`src/rtl/mpb_pkg.sv`:
```
package mpb_pkg;
  // Class of one access strobe after device and register decode
  typedef enum logic [2:0] {
    ACC_IDLE,
    ACC_FOREIGN,
    ACC_PAGE,
    ACC_LOW,
    ACC_HIGH,
    ACC_RSVD
  } acc_kind_e;
endpackage

```
`src/rtl/mpb_decode.sv`:
```
module mpb_decode
  import mpb_pkg::*;
#(
  parameter int          ID_W     = 5,
  parameter int          IDX_W    = 4,
  parameter logic [4:0]  DEV_ADDR = 5'h1F,
  parameter logic [4:0]  PAGE_REG = 5'h1F,
  parameter logic [4:0]  HIGH_REG = 5'h10
) (
  input  logic            req,
  input  logic [ID_W-1:0] phy,
  input  logic [ID_W-1:0] rnum,
  output acc_kind_e       kind
);
  localparam int LOW_COUNT = 1 << IDX_W;

  function automatic logic is_low(input logic [ID_W-1:0] r);
    return r < ID_W'(LOW_COUNT);
  endfunction

  always_comb begin
    if (!req)                 kind = ACC_IDLE;
    else if (phy != DEV_ADDR) kind = ACC_FOREIGN;
    else if (rnum == PAGE_REG) kind = ACC_PAGE;
    else if (is_low(rnum))    kind = ACC_LOW;
    else if (rnum == HIGH_REG) kind = ACC_HIGH;
    else                      kind = ACC_RSVD;
  end
endmodule

```
`src/rtl/mpb_stage.sv`:
```
module mpb_stage
  import mpb_pkg::*;
#(
  parameter int PAGE_W = 10,
  parameter int IDX_W  = 4,
  parameter int HALF_W = 16
) (
  input  logic                       clk,
  input  logic                       rst_n,
  input  acc_kind_e                  kind,
  input  logic                       write,
  input  logic [IDX_W-1:0]           idx,
  input  logic [HALF_W-1:0]          wdata,
  input  logic [2*HALF_W-1:0]        fetched,
  output logic [PAGE_W+IDX_W-1:0]    fetch_addr,
  output logic                       commit_we,
  output logic [PAGE_W+IDX_W-1:0]    commit_addr,
  output logic [2*HALF_W-1:0]        commit_data,
  output logic [HALF_W-1:0]          rdata
);
  localparam int WADDR_W = PAGE_W + IDX_W;

  function automatic logic [WADDR_W-1:0] word_addr(input logic [PAGE_W-1:0] pg,
                                                   input logic [IDX_W-1:0] ix);
    return {pg, ix};
  endfunction

  logic [PAGE_W-1:0]  page_q;
  logic [HALF_W-1:0]  lo_q;
  logic [WADDR_W-1:0] lo_addr_q;
  logic               armed_q;
  logic [HALF_W-1:0]  hi_q;
  logic [HALF_W-1:0]  rd_q;

  assign fetch_addr  = word_addr(page_q, idx);
  assign commit_we   = (kind == ACC_HIGH) && write && armed_q;
  assign commit_addr = lo_addr_q;
  assign commit_data = {wdata, lo_q};
  assign rdata       = rd_q;

  always_ff @(posedge clk or negedge rst_n) begin
    if (!rst_n) begin
      page_q    <= '0;
      lo_q      <= '0;
      lo_addr_q <= '0;
      armed_q   <= 1'b0;
      hi_q      <= '0;
      rd_q      <= '0;
    end else begin
      unique case (kind)
        ACC_FOREIGN: if (!write) rd_q <= '1;
        ACC_PAGE: begin
          if (write) page_q <= wdata[PAGE_W-1:0];
          else       rd_q   <= HALF_W'(page_q);
        end
        ACC_LOW: begin
          if (write) begin
            lo_q      <= wdata;
            lo_addr_q <= fetch_addr;
            armed_q   <= 1'b1;
          end else begin
            rd_q <= fetched[HALF_W-1:0];
            hi_q <= fetched[2*HALF_W-1:HALF_W];
          end
        end
        ACC_HIGH: begin
          if (write) armed_q <= 1'b0;
          else       rd_q    <= hi_q;
        end
        ACC_RSVD: if (!write) rd_q <= '0;
        default: ;
      endcase
    end
  end
endmodule

```
`src/rtl/mpb_regfile.sv`:
```
module mpb_regfile #(
  parameter int WORDS   = 32,
  parameter int WADDR_W = 14,
  parameter int DATA_W  = 32
) (
  input  logic               clk,
  input  logic               rst_n,
  input  logic               we,
  input  logic [WADDR_W-1:0] waddr,
  input  logic [DATA_W-1:0]  wdata,
  input  logic [WADDR_W-1:0] raddr,
  output logic [DATA_W-1:0]  rdata
);
  localparam int                 IDXB  = $clog2(WORDS);
  localparam logic [WADDR_W:0]   LIMIT = (WADDR_W+1)'(WORDS);

  logic [DATA_W-1:0] mem [WORDS];
  logic w_in, r_in;

  assign w_in  = {1'b0, waddr} < LIMIT;
  assign r_in  = {1'b0, raddr} < LIMIT;
  assign rdata = r_in ? mem[raddr[IDXB-1:0]] : '0;

  always_ff @(posedge clk or negedge rst_n) begin
    if (!rst_n) begin
      for (int i = 0; i < WORDS; i++) mem[i] <= '0;
    end else if (we && w_in) begin
      mem[waddr[IDXB-1:0]] <= wdata;
    end
  end
endmodule

```
`src/rtl/mdio_page_bridge.sv`:
```
module mdio_page_bridge
  import mpb_pkg::*;
#(
  parameter int         ID_W     = 5,
  parameter int         PAGE_W   = 10,
  parameter int         IDX_W    = 4,
  parameter int         HALF_W   = 16,
  parameter int         WORDS    = 32,
  parameter logic [4:0] DEV_ADDR = 5'h1F,
  parameter logic [4:0] PAGE_REG = 5'h1F,
  parameter logic [4:0] HIGH_REG = 5'h10
) (
  input  logic                          clk,
  input  logic                          rst_n,
  input  logic                          mdio_req,
  input  logic                          mdio_wr,
  input  logic [ID_W-1:0]               mdio_phy,
  input  logic [ID_W-1:0]               mdio_reg,
  input  logic [HALF_W-1:0]             mdio_wdata,
  output logic [HALF_W-1:0]             mdio_rdata,
  output logic                          int_we,
  output logic [PAGE_W+IDX_W+1:0]       int_addr,
  output logic [2*HALF_W-1:0]           int_wdata
);
  localparam int WADDR_W = PAGE_W + IDX_W;
  localparam int WORD_W  = 2 * HALF_W;

  acc_kind_e          kind;
  logic [WADDR_W-1:0] fetch_addr;
  logic [WADDR_W-1:0] commit_addr;
  logic [WORD_W-1:0]  fetched;

  mpb_decode #(
    .ID_W(ID_W), .IDX_W(IDX_W),
    .DEV_ADDR(DEV_ADDR), .PAGE_REG(PAGE_REG), .HIGH_REG(HIGH_REG)
  ) u_decode (
    .req(mdio_req), .phy(mdio_phy), .rnum(mdio_reg), .kind(kind)
  );

  mpb_stage #(.PAGE_W(PAGE_W), .IDX_W(IDX_W), .HALF_W(HALF_W)) u_stage (
    .clk(clk), .rst_n(rst_n), .kind(kind), .write(mdio_wr),
    .idx(mdio_reg[IDX_W-1:0]), .wdata(mdio_wdata), .fetched(fetched),
    .fetch_addr(fetch_addr), .commit_we(int_we), .commit_addr(commit_addr),
    .commit_data(int_wdata), .rdata(mdio_rdata)
  );

  mpb_regfile #(.WORDS(WORDS), .WADDR_W(WADDR_W), .DATA_W(WORD_W)) u_regs (
    .clk(clk), .rst_n(rst_n), .we(int_we), .waddr(commit_addr),
    .wdata(int_wdata), .raddr(fetch_addr), .rdata(fetched)
  );

  assign int_addr = {commit_addr, 2'b00};
endmodule

```
`config.mk`:
```
export PLATFORM = sky130hd
export DESIGN_NAME = mdio_page_bridge
export DESIGN_NICKNAME = d
export VERILOG_FILES = /design/src/rtl/mpb_pkg.sv /design/src/rtl/mpb_decode.sv /design/src/rtl/mpb_stage.sv /design/src/rtl/mpb_regfile.sv /design/src/rtl/mdio_page_bridge.sv
export SDC_FILE = /design/constraint.sdc
export NUM_CORES = 1
export LEC_CHECK = 0
export BUFFER_PORTS_ARGS = -buffer_cell sky130_fd_sc_hd__buf_4
export CAP_MARGIN = 20
export CELL_PAD_IN_SITES_DETAIL_PLACEMENT = 1
export CELL_PAD_IN_SITES_GLOBAL_PLACEMENT = 2
export CORE_ASPECT_RATIO = 0.6
export CORE_MARGIN = 10
export CORE_UTILIZATION = 40
export DETAILED_ROUTE_END_ITERATION = 6
export PLACE_DENSITY = 0.66
export SETUP_SLACK_MARGIN = 0.5
export SYNTH_ARGS = -nofsm -noshare
export SYNTH_HDL_FRONTEND = slang
export SYNTH_HIERARCHICAL = 1
export SYNTH_SLANG_ARGS = --single-unit
```
`constraint.sdc`:
```
create_clock -name clk -period 2.85 [get_ports clk]
set_input_delay 0.1425 -clock clk [delete_from_list [all_inputs] [get_ports clk]]
set_output_delay 0.1425 -clock clk [all_outputs]
set_load 0.02 [all_outputs]
```
# Yosys cells after proc, flatten, opt, wreduce, memory -nomap -nowiden
# Cells that the tools add are included.
# Widths: inputs -> output; s select.
[word_totals]
reg_bits = 1097
latch_bits = 0
ramBits = 0
romBits = 0
input_bits = 30
output_inout_bits = 65
elab_cells = 94
memories = 0
[classes]
addsub = 0
multipliers = 0
div = 0
magnitude_cmp = 6
n_eq_ne = 15
n_shift = 0
mux = 21
bitwise_logic = 3
n_reduce_logical = 11
[ops]
columns = ["op", "count"]
rows = [
  ["$bwmux 1024", 1],
  ["$bmux 32 s5", 1],
  ["$demux 32 s5", 1],
  ["$mux 32", 4],
  ["$mux 16", 5],
  ["$pmux 16 s5", 1],
  ["$lt 14x6->1 const B", 2],
  ["$ne 2x2->1 const B", 7],
  ["$ge 6x6->1 const B", 2],
  ["$mux 3", 4],
  ["$not 5->6", 2],
  ["$eq 5x5->1 const B", 2],
  ["$eq 3x2->1 const B", 2],
  ["$eq 3x3->1 const B", 2],
  ["$lt 6x1->1 const B", 1],
  ["$reduce_and 2->1", 3],
  ["$reduce_and 6->1", 1],
  ["$lt 5x5->1 const B", 1],
  ["$ne 5x5->1 const B", 1],
  ["$reduce_bool 5->1", 1],
  ["$logic_and 1x1->1", 4],
  ["$eq 3x1->1 const B", 1],
  ["$mux 1", 3],
  ["$reduce_and 3->1", 1],
  ["3 further kinds", 3],
]

# Logic depth before layout (Yosys ltp)
[depth]
ltp_word = 10
depth_mapped = 13
depth_no_buf = 9

# Cells and area by module
# Netlist, hierarchy kept.
[modules_own_cells]
columns = ["mod", "n_inst", "cells_per_inst", "area_each_um2", "seq_area_each_um2"]
rows = [
  ["mpb_regfile", 1, 2885, 47129.0, 25624.6],
  ["mpb_stage", 1, 256, 3475.8, 1826.8],
  ["mpb_decode", 1, 11, 56.3, 0.0],
  ["mdio_page_bridge", 1, 3, 18.8, 0.0],
]

# Worst setup path after synthesis
# Ideal clock, no wire load.
[synth_path]
kind = "input to register"
start = "in mdio_reg[0]"
end = "reg u_regs/mem[833] (netlist name)"
setup_time_ns = 0.125
t_arrival_ns = 3.830
t_required_ns = 2.725
slack_ns = -1.105
cell_stages = 13
n_path_buf = 4
cell_sequence = "or4_1 > nand2_1 > a31oi_1 > buf_2 > clkbuf_1 > buf_2 > nand3b_1 > nor3b_1 > nor4b_4 > nand4_4 > nor2_4 > clkbuf_8 > mux2_2"
[synth_between]
elab_chain_len = 10
word_cells_on_any_way = 12
classes_between = "order compare (1); eq/ne (3); mux (5); reduce/logical (3)"
[synth_lines]
columns = ["element", "line", "text"]
rows = [
  ["start: declaration", "mdio_page_bridge.sv:18", "input logic [ID_W-1:0] mdio_reg,"],
  ["branches (longest 3 deep; another with $lt 5x5->1)", "--", ""],
  ["$mux 3 (*)", "mpb_decode.sv:24", "else if (rnum == PAGE_REG) kind = ACC_PAGE;"],
  ["$mux 3 (*)", "mpb_decode.sv:23", "else if (phy != DEV_ADDR) kind = ACC_FOREIGN;"],
  ["$mux 3 (*)", "mpb_decode.sv:22", "if (!req) kind = ACC_IDLE;"],
  ["named net kind[0]", "mdio_page_bridge.sv:28", "acc_kind_e kind;"],
  ["$eq 3x3->1 (*)", "mpb_stage.sv:36", "assign commit_we = (kind == ACC_HIGH) && write && armed_q;"],
  ["$logic_and 1x1->1 (*) (2 in series)", "mpb_stage.sv:36", ""],
  ["named net int_we", "mdio_page_bridge.sv:21", "output logic int_we,"],
  ["$logic_and 1x1->1 (*)", "mpb_regfile.sv:27", "end else if (we && w_in) begin"],
  ["end signal: indexed assignment", "mpb_regfile.sv:28", "mem[waddr[IDXB-1:0]] <= wdata;"],
  ["end: declaration", "mpb_regfile.sv:17", "logic [DATA_W-1:0] mem [WORDS];"],
]
# Mark *: on every way through the listed nets, which the timed path passes.
# A chain may end at the register's enable or synchronous reset.

# Final worst setup path
[layout_path]
start = "in mdio_reg[1]"
end = "reg u_regs/mem[241] (netlist name)"
[layout_between]
elab_chain_len = 10
word_cells_on_any_way = 12
classes_between = "order compare (1); eq/ne (3); mux (5); reduce/logical (3)"
[layout_lines]
columns = ["element", "line"]
rows = [
  ["branches (longest 3 deep; another with $lt 5x5->1)", "--"],
  ["$mux 3 (*)", "mpb_decode.sv:24"],
  ["$mux 3 (*)", "mpb_decode.sv:23"],
  ["$mux 3 (*)", "mpb_decode.sv:22"],
  ["named net kind[0]", "mdio_page_bridge.sv:28"],
  ["$eq 3x3->1 (*)", "mpb_stage.sv:36"],
  ["$logic_and 1x1->1 (*) (2 in series)", "mpb_stage.sv:36"],
  ["$logic_and 1x1->1 (*)", "mpb_regfile.sv:27"],
]
# Marks and branches as above.

==> flow_metrics.env <==
export IMPL_die_y_microns=296
export IMPL_cts_buffers=106
export IMPL_drtIter0Drc=2785
export IMPL_stdcell_area_sq_um=63100
export IMPL_r2r_start="u_stage/armed_q"
export IMPL_tritoncts="done"
export IMPL_gr_total_overflow=0
export IMPL_fin_skew_ns=0.0373
export IMPL_intPower_mw=24.7
export IMPL_ys_flop_type="dfrtp_1"
export IMPL_ant_nets=0
export IMPL_io_buffers=92
export IMPL_grt_max_degree=91
export IMPL_crit_path_start_kind="primary input"
export IMPL_cap_violations=0
export IMPL_clockPowerShare_pct=46.3
export IMPL_yosysMostFrequentCell="dfrtp_1"
export IMPL_ios=95
export IMPL_ys_warn_count=6
export IMPL_cts_max_path_buffers=3
export IMPL_rr_worst_depth=9
export IMPL_grt_pass1_wl_microns=237000
export IMPL_cts_clk_slew_worst_paths_ns=0.07
export IMPL_worstPathMaxFanout=8
export IMPL_place_inst=4814
export IMPL_fin_crit_sh_pct=88.7
export IMPL_syn_inst=3155
export IMPL_area_growth_pct=24.5
export IMPL_final_max_slew_viol_count=0
export IMPL_cp_end_kind="register"
export IMPL_row_count=101
export IMPL_synth_edff_count=0
export IMPL_dieArea_sq_um=142000
export IMPL_tns_ns=0
export IMPL_yosysTopAreaCellShare_pct=54.2
export IMPL_synthArstFlopShare_pct=100
export IMPL_cts_sinks=1097
export IMPL_nets=3390
export IMPL_die_width_microns=480
export IMPL_final_hold_violation_count=0
export IMPL_yosys_area_top_type="dfrtp_1"
export IMPL_setup_ws_ns=0.322
export IMPL_finalCriticalPeriod_ns=2.53
export IMPL_ys_types=49
export IMPL_cp_arrival_ns=3.13
export IMPL_drt_total_wl_microns=179000
export IMPL_p_sw_share_pct=24.0
export IMPL_fmax_ghz=0.396
export IMPL_worst_pin_slew_ns=1.10
export IMPL_hp_class="in -> async"
export IMPL_crit_type="in -> reg"
export IMPL_synth_area_per_cell_sq_um=16.1
export IMPL_comb_power_share_pct=5.3
export IMPL_wire_per_inst_microns=34.8
export IMPL_leakage_nw=29.1
export IMPL_drive_gt1_share_pct=57.4
export IMPL_final_cells=5149
export IMPL_synth_common_cells="dfrtp_1, mux2_2, mux4_2"
export IMPL_htree_levels=3
export IMPL_peakVddDrop_v=0.000556
export IMPL_grt_total_usage_pct=22.5
export IMPL_via_count=30565
export IMPL_p_per_area_nw_per_um2=515
export IMPL_finalSetupViolCount=0
export IMPL_synthesis_area_sq_um=50700
export IMPL_seq_power_share_pct=48.4
export IMPL_drc=0
export IMPL_status="finished, final reports clean"
export IMPL_rsz0062_at_grt="true"
export IMPL_clk_insertion_delay_late_ns=0.74
export IMPL_first_pass_iters=5
export IMPL_gp_congestion=0.778
export IMPL_grt_pass1_vias=33032
export IMPL_timing_rr_end="u_regs/mem[241]"
export IMPL_hpwl_microns=97300
export IMPL_vias_per_cell=5.94
export IMPL_synth_seq_area_share_pct=54.2
export IMPL_synth_seq_cells=1097
export IMPL_postPlaceCellArea_sq_um=55700
export IMPL_switchingPower_mw=7.79
export IMPL_critical_path_required_ns=3.45
export IMPL_synthTopCellsByArea="dfrtp_1, mux2_2, mux4_2"
export IMPL_slew_headroom_pct=26.9
export IMPL_reg2reg_slack_ns=0.45
export IMPL_preCtsSetupSlack_ns=-0.364
export IMPL_initial_core_util_pct=40.2
export IMPL_cts_root_buffer="clkbuf_16"
export IMPL_core_sq_um=126000
export IMPL_grt_antenna_before_repair=5
==> cells in the final DEF, fill, tap and decap left out, drive strengths merged, types with 12 or more instances in the layout <==
cell type and instances:
nand3b 25, buf 359, dlygate4sd3 12, dfrtp 1097, a22o 31, a22oi 131, nor2 43, clkbuf 207
mux2 1080, clkinv 19, mux4 254, nand2 73
==> timing repair <==
action,in CTS,in global routing
resized for setup,33,364
setup buffers,11,47
endpoints found under the setup margin,758,1053
endpoints found under the hold margin,422,0
pin swaps,0,22
hold buffers,12,0
cloned,8,59
==> metrics by stage <==
step | hold slack [ns] | util [%] | total power, mW
2_1_floorplan | -0.153 | - | 16.6
3_3_place_gp | 0.225 | 44.1 | 17.6
3_5_place_dp | 0.233 | 44.1 | 17.7
4_1_cts | 0.0160 | 47.5 | 32.7
5_1_grt | 0.0228 | 50.0 | 33.6
6_report | 0.0271 | 50.0 | 32.5
==> cell families (layout without fill, tap and decap cells) <==
kind of cell / after synthesis / in the layout / synth area share, %
AND/OR/NAND/NOR: 191 / 191 / 2.54
AO/OA/AOI/OAI: 197 / 197 / 3.02
flip-flops: 1097 / 1097 / 54.2
multiplexers: 1340 / 1340 / 36.1
buffers and inverters: 329 / 620 / 4.20
other: 1 / 5 / 0.00740
==> flip-flops by register name (all words and copies together), names as in the netlist <==
register	flops
u_stage/armed_q	1
u_stage/page_q	10
u_regs/mem	1024
u_stage/rdata	16
u_stage/lo_q	16
u_stage/commit_addr	14
u_stage/hi_q	16
==> routing by layer <==
layer  vias up  track usage, %  part of all wire [%]
met5         -               0                     0
met4         0            6.55                   2.4
met3       191            3.61                   5.7
met2       909            34.9                    45
met1     17357            32.5                    47
li1      12108               -                     -
==> area by class of cell <==
| class | instances | area, sq um |
|---|---|---|
| timing repair buffer | 422 | 6100 |
| inverter | 3 | 11.3 |
| tap | 1699 | 2130 |
| sequential | 1097 | 27500 |
| multi-input combinational | 1730 | 23800 |
| clock inverter | 39 | 494 |
| fill | 11694 | 63000 |
| clock buffer | 156 | 3160 |
| antenna | 3 | 7.51 |
==> power groups by stage <==
stage | Clock (mW) | Combinational (mW) | Sequential, mW
final | 15.0 | 1.71 | 15.7
after global routing | 16.1 | 1.82 | 15.7
after CTS | 15.3 | 1.71 | 15.7
after detailed placement | 0 | 1.68 | 16.0
after global placement | 0 | 1.63 | 16.0
after floorplan | 0 | 0.693 | 16.0
==> critical path, stage by stage <==
cell,delay (ns)
buf_8,0.10
or4_4,0.54
nand2_4,0.09
a31oi_4,0.08
nand3b_1,0.24
nor3b_4,0.25
nor4b_4,0.34
buf_12,0.18
nand4_4,0.09
buf_12,0.18
nor2_4,0.19
buf_6,0.19
buf_12,0.18
mux2_4,0.31
==> how the worst max path moves through the flow <==
stage,from,to,slack (ns),cells past startpoint
2_1_floorplan,mdio_reg[0],u_regs/mem[1019],-0.69,13
3_3_place_gp,mdio_reg[0],u_regs/mem[191],-0.44,13
3_5_place_dp,mdio_reg[0],u_regs/mem[159],-0.36,13
4_1_cts,mdio_reg[0],u_regs/mem[918],0.42,14
5_1_grt,mdio_reg[1],u_regs/mem[265],0.27,14
6_report,mdio_reg[1],u_regs/mem[241],0.32,14
Note: power is estimated with default switching activity, not from simulation.
